File: src/rtl/ecc_fix_pkg.sv
package ecc_fix_pkg;
  localparam int BIT_W  = 3;
  localparam int ADDR_W = 9;
  localparam int PAIRS  = BIT_W + ADDR_W;
  localparam int SYN_W  = 2 * PAIRS;
  localparam int MASK_W = 1 << BIT_W;
  localparam int ROT    = 6;

  typedef enum logic [1:0] {
    ST_CLEAN = 2'b00,
    ST_FIXED = 2'b01,
    ST_CODE  = 2'b10,
    ST_FATAL = 2'b11
  } fix_status_e;

  // Pair-low-bit select: one bit per pair at even positions.
  function automatic logic [SYN_W-1:0] even_sel();
    logic [SYN_W-1:0] m;
    m = '0;
    for (int k = 0; k < PAIRS; k++) m[2*k] = 1'b1;
    return m;
  endfunction

  // Byte2 low bits land on top, byte2 high bits at the bottom.
  function automatic logic [SYN_W-1:0] order_code(input logic [SYN_W-1:0] c);
    return {c[SYN_W-ROT-1:0], c[SYN_W-1:SYN_W-ROT]};
  endfunction

  function automatic logic pairs_covered(input logic [SYN_W-1:0] s);
    return ((s | (s >> 1)) & even_sel()) == even_sel();
  endfunction
endpackage

File: src/rtl/ecc_code_order.sv
module ecc_code_order
  import ecc_fix_pkg::*;
(
  input  logic [SYN_W-1:0] code_raw,
  output logic [SYN_W-1:0] code_ord
);
  assign code_ord = order_code(code_raw);
endmodule

File: src/rtl/ecc_syn_classify.sv
module ecc_syn_classify
  import ecc_fix_pkg::*;
(
  input  logic [SYN_W-1:0] syn,
  output logic             syn_zero,
  output logic             syn_cover,
  output logic             syn_single,
  output fix_status_e      cls
);
  assign syn_zero   = (syn == '0);
  assign syn_cover  = pairs_covered(syn);
  assign syn_single = ($countones(syn) == 1);

  always_comb begin
    if (syn_zero)        cls = ST_CLEAN;
    else if (syn_cover)  cls = ST_FIXED;
    else if (syn_single) cls = ST_CODE;
    else                 cls = ST_FATAL;
  end
endmodule

File: src/rtl/ecc_syn_locate.sv
module ecc_syn_locate
  import ecc_fix_pkg::*;
(
  input  logic [PAIRS-1:0]  syn_odd,
  input  logic              fixable,
  output logic [ADDR_W-1:0] loc_byte,
  output logic [BIT_W-1:0]  loc_bit,
  output logic [MASK_W-1:0] loc_mask
);
  assign loc_bit  = fixable ? syn_odd[BIT_W-1:0] : '0;
  assign loc_byte = fixable ? syn_odd[PAIRS-1:BIT_W] : '0;

  for (genvar i = 0; i < MASK_W; i++) begin : g_mask
    assign loc_mask[i] = fixable && (loc_bit == BIT_W'(i));
  end
endmodule

File: src/rtl/ecc_syndrome_fix.sv
module ecc_syndrome_fix
  import ecc_fix_pkg::*;
(
  input  logic        clk,
  input  logic        rst_n,
  input  logic        start,
  input  logic [23:0] code_stored,
  input  logic [23:0] code_fresh,
  output logic        done,
  output logic [1:0]  status,
  output logic [8:0]  fix_byte,
  output logic [2:0]  fix_bit,
  output logic [7:0]  fix_mask
);
  logic [SYN_W-1:0]  ord_stored, ord_fresh, syndrome;
  logic [PAIRS-1:0]  syn_odd;
  logic              syn_zero, syn_cover, syn_single;
  fix_status_e       cls;
  logic [ADDR_W-1:0] loc_byte;
  logic [BIT_W-1:0]  loc_bit;
  logic [MASK_W-1:0] loc_mask;

  ecc_code_order u_ord_s (.code_raw(code_stored), .code_ord(ord_stored));
  ecc_code_order u_ord_f (.code_raw(code_fresh),  .code_ord(ord_fresh));

  assign syndrome = ord_stored ^ ord_fresh;

  for (genvar k = 0; k < PAIRS; k++) begin : g_odd
    assign syn_odd[k] = syndrome[2*k+1];
  end

  ecc_syn_classify u_cls (
    .syn(syndrome), .syn_zero(syn_zero), .syn_cover(syn_cover),
    .syn_single(syn_single), .cls(cls)
  );

  ecc_syn_locate u_loc (
    .syn_odd(syn_odd), .fixable(cls == ST_FIXED),
    .loc_byte(loc_byte), .loc_bit(loc_bit), .loc_mask(loc_mask)
  );

  always_ff @(posedge clk or negedge rst_n) begin
    if (!rst_n) begin
      done     <= 1'b0;
      status   <= ST_CLEAN;
      fix_byte <= '0;
      fix_bit  <= '0;
      fix_mask <= '0;
    end else begin
      done <= start;
      if (start) begin
        status   <= cls;
        fix_byte <= loc_byte;
        fix_bit  <= loc_bit;
        fix_mask <= loc_mask;
      end
    end
  end
endmodule

File: config.mk
export PLATFORM = sky130hd
export DESIGN_NAME = ecc_syndrome_fix
export DESIGN_NICKNAME = d
export VERILOG_FILES = /design/src/rtl/ecc_fix_pkg.sv /design/src/rtl/ecc_code_order.sv /design/src/rtl/ecc_syn_classify.sv /design/src/rtl/ecc_syn_locate.sv /design/src/rtl/ecc_syndrome_fix.sv
export SDC_FILE = /design/constraint.sdc
export NUM_CORES = 1
export LEC_CHECK = 0
export ABC_CLOCK_PERIOD_IN_PS = 800
export BUFFER_PORTS_ARGS = -buffer_cell sky130_fd_sc_hd__buf_2
export CAP_MARGIN = 20
export CORE_MARGIN = 2
export CORE_UTILIZATION = 25
export DETAILED_ROUTE_END_ITERATION = 6
export PLACE_DENSITY_LB_ADDON = 0.08
export SETUP_SLACK_MARGIN = 0.3
export SYNTH_ARGS = -nofsm -noshare
export SYNTH_HDL_FRONTEND = slang
export SYNTH_HIERARCHICAL = 1
export SYNTH_SLANG_ARGS = --single-unit
File: constraint.sdc
create_clock -name clk -period 0.8 [get_ports clk]
set_clock_uncertainty 0.05 [all_clocks]
set_input_delay 0.24 -clock clk [delete_from_list [all_inputs] [get_ports clk]]
set_output_delay 0.24 -clock clk [all_outputs]
set_load 0.01 [all_outputs]
# ---- Yosys cells after proc, flatten, opt, wreduce, memory -nomap -nowiden
# Cells that the tools add are included.
dict set report totals {
  word_cells 55
  register_bits 23
  inputBits 51
  out_inout_bits 23
}
dict set report classes {
  reduce_logical 10
  addsub 23
  bitwise_logic 2
  eq_ne 10
  n_mux 5
}
# op count
set op_table {}
lappend op_table {{32-bit adder} 11}
lappend op_table {{32-bit by 2-bit equality test with 1-bit output (second input constant)} 1}
lappend op_table {{1-bit by 1-bit adder with 2-bit output} 12}
lappend op_table {{24-bit zero test} 1}
lappend op_table {{24-bit bitwise XOR} 1}
lappend op_table {{23-bit bitwise OR} 1}
lappend op_table {{12-bit equality test (second input constant)} 1}
lappend op_table {{3-bit equality test (second input constant)} 4}
lappend op_table {{9-bit two-way mux} 1}
lappend op_table {{1-bit logical AND} 8}
lappend op_table {{3-bit by 2-bit equality test with 1-bit output (second input constant)} 2}
lappend op_table {{2-bit two-way mux} 2}
lappend op_table {{3-bit by 1-bit equality test with 1-bit output (second input constant)} 1}
lappend op_table {{3-bit zero test} 1}
lappend op_table {{3-bit two-way mux} 1}
lappend op_table {{2-bit by 1-bit equality test with 1-bit output (second input constant)} 1}
lappend op_table {{1-bit two-way mux} 1}

# ---- Logic depth before layout (Yosys ltp)
# Gate-level depths: netlist of run 1.
dict set report depth {
  ltp_word 14
  depth_mapped 21
  mapped_depth_nobuf 19
}

# ---- Hierarchy
# Netlist of run 1, hierarchy kept.
# module area_each_um2 cells_per_inst instances
set modules_own_cells {}
lappend modules_own_cells {ecc_syndrome_fix 1062.3 72 1}
lappend modules_own_cells {ecc_syn_classify 708.2 85 1}
lappend modules_own_cells {ecc_code_order 180.2 24 2}
lappend modules_own_cells {ecc_syn_locate 180.2 22 1}

# ---- Worst setup path after synthesis of run 1
# OpenSTA, ideal clock, no wires.
dict set report synth_path {
  path_kind {in2reg}
  start {input port code_fresh[23]}
  end {register fix_mask[1]}
  t_required_ps 625
  cell_stages 20
  setup_time_ps 125
  slack_ps -4876
  path_buffers 2
  arrival_ps 5501
  path_cell_list {buf_4 > xor2_1 > inv_1 > fa_1 > inv_1 > fa_1 > fa_1 > fa_1 > inv_1 > fa_1 > inv_1 > ha_1 > fa_1 > or4b_1 > a211oi_2 > a21oi_1 > nor2b_1 > buf_4 > and4bb_1 > mux2_2}
}
dict set report synth_between {
  elab_chain_len 14
  elab_cells_between_ends 17
  cone_classes {5 x add/sub; 4 x eq/ne; 4 x mux; 2 x bitwise; 2 x reduce/logical}
}
# element line
set synth_rtl {}
lappend synth_rtl {{start, declared} ecc_syndrome_fix.sv:8} ;# input logic [23:0] code_fresh,
lappend synth_rtl {{24-bit bitwise XOR *} ecc_syndrome_fix.sv:26} ;# assign syndrome = ord_stored ^ ord_fresh;
lappend synth_rtl {{net syndrome[5]} ecc_syndrome_fix.sv:15} ;# logic [SYN_W-1:0] ord_stored, ord_fresh, syndrome;
lappend synth_rtl {{1-bit by 1-bit adder with 2-bit output (implied by the code) *} ecc_syn_classify.sv:12} ;# assign syn_single = ($countones(syn) == 1);
lappend synth_rtl {{32-bit adder (implied by the code) * (4 in a row)} ecc_syn_classify.sv:12}
lappend synth_rtl {{32-bit by 2-bit equality test with 1-bit output *} ecc_syn_classify.sv:12}
lappend synth_rtl {{net syn_single} ecc_syndrome_fix.sv:17} ;# logic syn_zero, syn_cover, syn_single;
lappend synth_rtl {{1-bit two-way mux *} ecc_syn_classify.sv:17} ;# else if (syn_single) cls = ST_CODE;
lappend synth_rtl {{2-bit two-way mux *} ecc_syn_classify.sv:16} ;# else if (syn_cover) cls = ST_FIXED;
lappend synth_rtl {{2-bit two-way mux *} ecc_syn_classify.sv:15} ;# if (syn_zero) cls = ST_CLEAN;
lappend synth_rtl {{net cls[0]} ecc_syndrome_fix.sv:18} ;# fix_status_e cls;
lappend synth_rtl {{2-bit by 1-bit equality test with 1-bit output *} ecc_syndrome_fix.sv:38} ;# .syn_odd(syn_odd), .fixable(cls == ST_FIXED),
lappend synth_rtl {{3-bit two-way mux} ecc_syn_locate.sv:10} ;# assign loc_bit = fixable ? syn_odd[BIT_W-1:0] : '0;
lappend synth_rtl {{3-bit by 1-bit equality test with 1-bit output} ecc_syn_locate.sv:14} ;# assign loc_mask[i] = fixable && (loc_bit == BIT_W'(i));
lappend synth_rtl {{1-bit logical AND *} ecc_syn_locate.sv:14}
lappend synth_rtl {{net loc_mask[1]} ecc_syndrome_fix.sv:21} ;# logic [MASK_W-1:0] loc_mask;
lappend synth_rtl {{end signal, assigned} ecc_syndrome_fix.sv:55} ;# fix_mask <= loc_mask;
lappend synth_rtl {{end, declared} ecc_syndrome_fix.sv:13} ;# output logic [7:0] fix_mask
# Mark *: on every way through the listed nets, which the timed path passes. The rest lies on a longest branch.
# A chain may end at the register's enable or synchronous reset.

# ---- Worst setup path after layout of run 1
dict set report layout_path {
  start {input port code_stored[3]}
  end {register fix_mask[6]}
}
dict set report layout_between {
  elab_chain_len 14
  elab_cells_between_ends 17
  cone_classes {5 x add/sub; 4 x eq/ne; 4 x mux; 2 x bitwise; 2 x reduce/logical}
}
# element line
set layout_rtl {}
lappend layout_rtl {{start, declared} ecc_syndrome_fix.sv:7} ;# input logic [23:0] code_stored,
lappend layout_rtl {{24-bit bitwise XOR *} ecc_syndrome_fix.sv:26}
lappend layout_rtl {{net syndrome[9]} ecc_syndrome_fix.sv:15}
lappend layout_rtl {{1-bit by 1-bit adder with 2-bit output (implied by the code) *} ecc_syn_classify.sv:12}
lappend layout_rtl {{32-bit adder (implied by the code) * (4 in a row)} ecc_syn_classify.sv:12}
lappend layout_rtl {{32-bit by 2-bit equality test with 1-bit output *} ecc_syn_classify.sv:12}
lappend layout_rtl {{net syn_single} ecc_syndrome_fix.sv:17}
lappend layout_rtl {{1-bit two-way mux *} ecc_syn_classify.sv:17}
lappend layout_rtl {{2-bit two-way mux *} ecc_syn_classify.sv:16}
lappend layout_rtl {{2-bit two-way mux *} ecc_syn_classify.sv:15}
lappend layout_rtl {{net cls[0]} ecc_syndrome_fix.sv:18}
lappend layout_rtl {{2-bit by 1-bit equality test with 1-bit output *} ecc_syndrome_fix.sv:38}
lappend layout_rtl {{3-bit two-way mux} ecc_syn_locate.sv:10}
lappend layout_rtl {{3-bit equality test} ecc_syn_locate.sv:14}
lappend layout_rtl {{1-bit logical AND *} ecc_syn_locate.sv:14}
lappend layout_rtl {{net loc_mask[6]} ecc_syndrome_fix.sv:21}
# Marked as above.

==> results of run 1 <==
## cell usage in the layout (no fill, tap or decap), drive strengths merged, types with 2 or more instances in the layout
cell / synthesis / routed
dfrtp: 23 / 23
a21oi: 2 / 2
clkbuf: 1 / 3
inv: 35 / 35
nor4: 5 / 5
and4bb: 3 / 3
mux2: 22 / 22
xor2: 24 / 24
nand3: 3 / 3
and2: 12 / 12
and4b: 3 / 3
fa: 17 / 17
buf: 51 / 146
nor2: 6 / 6
nor2b: 1 / 3
ha: 7 / 7
o22ai: 3 / 3
## final cells by class
type	instances	area (um2)
timing repair buffer	146	1027
clock inverter	1	5.005
clock buffer	3	41.29
tap	111	138.9
inverter	35	131.4
sequential	23	575.6
fill	927	5657
multi-input combinational	119	1533
## through the flow
stage | total power, mW | cells | hold slack (ns) | util, % | setup slack (ns)
after global routing | 8.634 | 438 | -0.1555 | 37.90 | -4.484
after detailed placement | 6.103 | 392 | 0.1419 | 31.26 | -4.878
final | 7.767 | 438 | -0.1552 | 37.90 | -4.324
after floorplan | 4.588 | 227 | -0.1056 | - | -4.537
after CTS | 7.712 | 429 | -0.1537 | 36.70 | -4.360
after global placement | 6.051 | 392 | 0.1426 | 31.26 | -4.838
## registers in the layout (all words and copies together) (netlist names)
signal / cells
done: 1
fix_bit: 3
fix_byte: 9
fix_mask: 8
status: 2
## kinds of logic after synthesis
kind of cell | synth area share (%)
fa+ha+maj | 18.52
simple gates | 11.86
compound gates | 2.112
mux | 10.72
flops | 24.91
xor+xnor | 9.096
buf+inv | 22.79
## timing repair
action	4_1_cts	5_1_grt
pin swaps	11	5
resized for setup	50	9
setup buffers	31	9
setup endpoints to repair	45	45
endpoints found under the hold margin	23	23
cloned	2	0
## power groups by stage
stage	combinational [mW]	sequential, mW	clock, mW
after floorplan	3.31	1.28	0
after global placement	4.79	1.26	0
after detailed placement	4.84	1.26	0
after CTS	5.69	1.23	0.785
after global routing	6.56	1.24	0.841
final	5.78	1.23	0.752
## final timing paths
kind / startpoint / slack (ns) / depth (start not counted) / endpoint
max in group asynchronous: rst_n / 0.71 / 2 / status[0]
setup reg to reg: fix_byte[7] / -0.24 / 3 / fix_byte[7]
setup / recovery: code_stored[3] / -4.32 / 19 / fix_mask[6]
hold reg to reg: fix_mask[5] / 0.46 / 1 / fix_mask[5]
hold / removal: rst_n / -0.16 / 2 / fix_byte[3]
min in group clk: start / 0.25 / 2 / done
## worst max-delay path, delay by kind of cell
| kind | cells | cell delay, ns |
|---|---|---|
| adders and majority gates | 7 | 3.08 |
| and+or+nand+nor | 3 | 0.85 |
| AOI/OAI and AO/OA | 2 | 0.31 |
| buffers and inverters | 5 | 0.30 |
| muxes | 1 | 0.25 |
| xor gates and xnor gates | 1 | 0.21 |
## layer usage
layer | share of wire, % | up-vias | global-route usage (%)
li1 | - | 867 | -
met3 | 3.9 | 0 | 1.532
met5 | 0 | - | 0
met1 | 47 | 828 | 16.70
met4 | 0 | 0 | 1.897
met2 | 49 | 53 | 19.57
==> run metrics, run 1 <==
root buf cell=clkbuf_8; CTS buffer count=3; DP Area=0.002848 mm2; Syn Nets=302; Final setup viols=45; fin crit share=640.5%; area leader, netlist=dfrtp_1; Routed WL per cell=13.30 um; Slowest-stage cell, CP=fa_1; Slew @ Worst Pin=roughly 0.49 ns; Yosys Warn Count=6; fmax=195.1 MHz; worst skew pair latency=0.26 ns; max cap viols=0; Initial DRC Count=27; largest net degree at the start of global routing=24; Leak=1.881 nW; worst-case vdd ir drop=1.899 mV; critical path launch point type=input pin; HPWL after DPL=4567 um; Vias/cell=3.991; Sink Count=23; CP arrival=5.23 ns; GRT Util Overall=between 10% and 20%; worst hold-check path type=input pin to async pin; layout cells sized above 1=65.14%; global placer's final weighted congestion=around 0.79; failing checks=hold timing, setup timing; RSZ-0062 raised after global routing=yes; WL final=between 5000 and 6000 um; drt pass-1 iters=4; kind of end point of the critical path=flop; Clock Power Share=9.7%; Die W=100.1 um; Seq cells post-synth=23; most numerous cell on the critical path=fa_1; Psw=around 3.2 mW; CTS max path bufs=2; die height=~100 um; H-tree depth=1; final setup margin=-4.324 ns; Pint=4.613 mW; Post-Syn Area=~0.0023 mm2; Critical Path RT=a little over 0.9 ns; final net count=403; I/O pins=74; EDFF count, synth=0; remaining global-route overflow=0; Area Overhead vs Synth=49.38%; Reg clk slew, reported paths=0.09 ns; Sw Share=40.61%; Slew headroom=67.31%; Avg Inst Size Synth=10.18 um2; cells after synthesis=~230; Synth top cells by count=49 x buf_4, 35 x inv_1, 24 x xor2_1; crit path cell chain=buf_8 > xor2_4 > inv_2 > fa_1 > inv_2 > fa_1 > fa_1 > fa_1 > inv_1 > fa_1 > inv_1 > ha_2 > fa_1 > or4b_4 > a211oi_2 > a21oi_2 > nor2b_4 > and4b_1 > mux2_2; Final Hold Viols=23; Core Box Area=~0.0091 mm2; ant diodes=0; Period minus WS final=5.124 ns; status=finished with violations; PortBufs=73; via count=1,748; Area contributors post-synth=dfrtp_1 25%, buf_4 16%, fa_1 15%; Reg power frac=15.8%; total die area=0.01003 mm2; post-synthesis sequential area ratio=between 20% and 30%; DRC viols=0; Site Rows=35; Pins Over Slew Limit=0; initial antenna violation count=0; Finished Cell Area=0.003452 mm2; CP max FO=5; CTS tree=done; Comb pwr share=74.5%; post-route ant nets=0; vias in the first global route=1,792; Starting Density=25.37%; hold_ws=-0.1552 ns; setup_tns=-98.64 ns; ys flop type=dfrtp_1; first-pass GRT wire length=9190 um; top cell type's share of synthesized area=about a quarter; count leader, synth=buf_4; CP Class=input pin to flop; Yosys cell types=28; max incr delay on CP=roughly 0.56 ns; asr flop ratio synth=100.0%; PD cells=about 2300 mW/mm2
(Power assumes the default switching activity.)
==> run 2: changes to the inputs <==
--- a/config.mk
+++ b/config.mk
@@ -5,7 +5,7 @@
 export SDC_FILE = /design/constraint.sdc
 export NUM_CORES = 1
 export LEC_CHECK = 0
-export ABC_CLOCK_PERIOD_IN_PS = 800
+export ABC_CLOCK_PERIOD_IN_PS = 5160
 export BUFFER_PORTS_ARGS = -buffer_cell sky130_fd_sc_hd__buf_2
 export CAP_MARGIN = 20
 export CORE_MARGIN = 2
==> constraint.sdc (replaced) <==
create_clock -name clk -period 5.16 [get_ports clk]
set_clock_uncertainty 0.05 [all_clocks]
set_input_delay 1.548 -clock clk [delete_from_list [all_inputs] [get_ports clk]]
set_output_delay 1.548 -clock clk [all_outputs]
set_load 0.01 [all_outputs]
==> run metrics, run 2 (synthesis results as in run 1) <==
status=finished with violations (unchanged); failing checks=setup timing (was hold timing, setup timing); GRT Util Overall=11.34% (was 11.78%); initial antenna violation count=0 (unchanged); root buf cell=clkbuf_8 (unchanged); post-cts hold buffer count=0; Area Overhead vs Synth=26.91% (was 49.38%); fin crit share=124.5%; Site Rows=35 (unchanged); worst-case vdd ir drop=0.1890 mV (was 1.899 mV); leading registers by flop count=fix_byte (9), fix_mask (8), fix_bit (3) (unchanged); Largest register FFs=9 (unchanged); Slowest-stage cell, CP=fa_1 (unchanged); layout cells sized above 1=56.07% (was 65.14%); worst hold-check path type=flop to flop (was input pin to async pin); final setup margin=-1.262 ns (was -4.324 ns); Starting Density=25.37% (unchanged); Critical Path RT=5.27 ns (was 0.91 ns); Leak=1.583 nW (was 1.881 nW); die height=100.1 um (unchanged); fmax=155.7 MHz; Die W=100.1 um (unchanged); most numerous cell on the critical path=fa_1 (unchanged); PortBufs=73 (unchanged); DRC viols=0 (unchanged); HPWL after DPL=4346 um (was 4567 um); Vias/cell=4.026 (was 3.991); CP arrival=6.53 ns (was 5.23 ns); drt pass-1 iters=4 (unchanged); crit path cell chain=buf_6 > xor2_2 > fa_1 > inv_2 > fa_1 > inv_2 > fa_1 > fa_1 > inv_1 > fa_1 > inv_1 > ha_2 > fa_1 > or4b_4 > a211oi_2 > a21oi_2 > nor2b_4 > and4bb_1 > mux2_4 (was buf_8 > xor2_4 > inv_2 > fa_1 > inv_2 > fa_1 > fa_1 > fa_1 > inv_1 > fa_1 > inv_1 > ha_2 > fa_1 > or4b_4 > a211oi_2 > a21oi_2 > nor2b_4 > and4b_1 > mux2_2); Core Box Area=0.009109 mm2 (unchanged); Reg clk slew, reported paths=0.09 ns (about the same); post-route ant nets=0 (unchanged); I/O pins=74 (unchanged); worst skew pair latency=0.26 ns (about the same); CTS tree=done (unchanged); Routed WL per cell=13.59 um (was 13.30 um); via count=1,574 (was 1,748); WL final=5313 um (was 5824 um); max incr delay on CP=0.56 ns (about the same); max cap viols=0 (unchanged); RSZ-0062 raised after global routing=yes (unchanged); Slew @ Worst Pin=0.7096 ns (was 0.4859 ns); total die area=0.01003 mm2 (unchanged); critical path launch point type=input pin (unchanged); CP Class=input pin to flop (unchanged); commonest non-fill, non-tap cells in the layout=69 x buf_2, 29 x inv_1, 26 x buf_4 (was 68 x buf_2, 59 x buf_4, 28 x inv_1); DP Worst Slack=-1.745 ns (was -4.878 ns); kind of end point of the critical path=flop (unchanged); Pins Over Slew Limit=0 (unchanged); commonest non-fill, non-tap cell in the layout=buf_2 (unchanged); Worst Path Buf+Inv=5 (unchanged); Slew headroom=52.69% (was 67.31%); ant diodes=0 (unchanged); Final setup viols=21 (was 45); Period minus WS final=6.422 ns; final net count=356 (was 403); largest net degree at the start of global routing=24 (unchanged); Initial DRC Count=50 (was 27); remaining global-route overflow=0 (unchanged); CTS max path bufs=2 (unchanged); H-tree depth=1 (unchanged); Pwr Total=1.121 mW (was 7.767 mW); first-pass GRT wire length=8797 um (was 9190 um); global placer's final weighted congestion=0.7645 (was 0.7917); Sink Count=23 (unchanged); CP max FO=5 (unchanged); CTS buffer count=3 (unchanged); Final Hold Viols=0 (was 23); Reg with most FFs=fix_byte (unchanged); PD cells=382.1 mW/mm2 (was 2250 mW/mm2); vias in the first global route=1,671 (was 1,792); crit-path leading delay family=adder cells (unchanged)
run 2: cell count changes in the layout (fill, tap and decap cells not counted), moves of 2 or more:
cell | previous run | this run
buf_6 | 15 | 3
and2_1 | 2 | 5
buf_4 | 59 | 26
xor2_2 | 5 | 7
buf_12 | 3 | 0
and2_4 | 10 | 7
run 2: final timing paths:
kind / cells past startpoint / from / end / slack [ns]
setup / recovery: 19 / code_stored[5] / fix_mask[1] / -1.26
hold / removal: 1 / fix_mask[7] / fix_mask[7] / 0.46
setup reg to reg: 1 / fix_byte[5] / fix_byte[5] / 4.30
hold reg to reg: 1 / fix_mask[7] / fix_mask[7] / 0.46
max in group asynchronous: 1 / rst_n / fix_byte[5] / 3.49
min in group asynchronous: 1 / rst_n / status[0] / 1.21
run 2: cell type report:
type	count	area, um2
Multi-Input combinational cell	119	1451
Clock inverter	1	5.005
Timing Repair Buffer	99	589.3
Tap cell	111	138.9
Fill cell	963	6176
Inverter	35	131.4
Sequential cell	23	575.6
Clock buffer	3	41.29
run 2: power breakdown:
group	switching (mW)	internal, mW
sequential	0.00430	0.187
combinational	0.396	0.417
clock	0.0618	0.0539
run 2: what timing repair did:
action,4_1_cts,5_1_grt
resized for setup,23,10
gates cloned,2,0
setup buffers,2,0
pin swaps,6,3
endpoints found under the setup margin,21,21
run 2: layer usage:
layer  wire length [um]  vias up  GRT usage, %  share of wire, %
li1                   -      775             -                 -
met1               2603      746         17.07                49
met2               2417       51         17.66                45
met3                253        2         1.253               4.8
met4                 39        0         2.213              0.73
met5                  0        -             0                 0
run 2: stage by stage:
stage	util [%]	hold WS, ns	instances	TNS, ns	area, um2
after floorplan	-	0.5011	227	-30.19	2455
after global placement	29.96	0.4438	383	-34.46	2729
after detailed placement	29.96	0.4467	383	-35.15	2729
after CTS	31.88	0.4698	391	-25.49	2904
after global routing	32.20	0.4931	391	-29.39	2933
final	32.20	0.4632	391	-25.27	2933
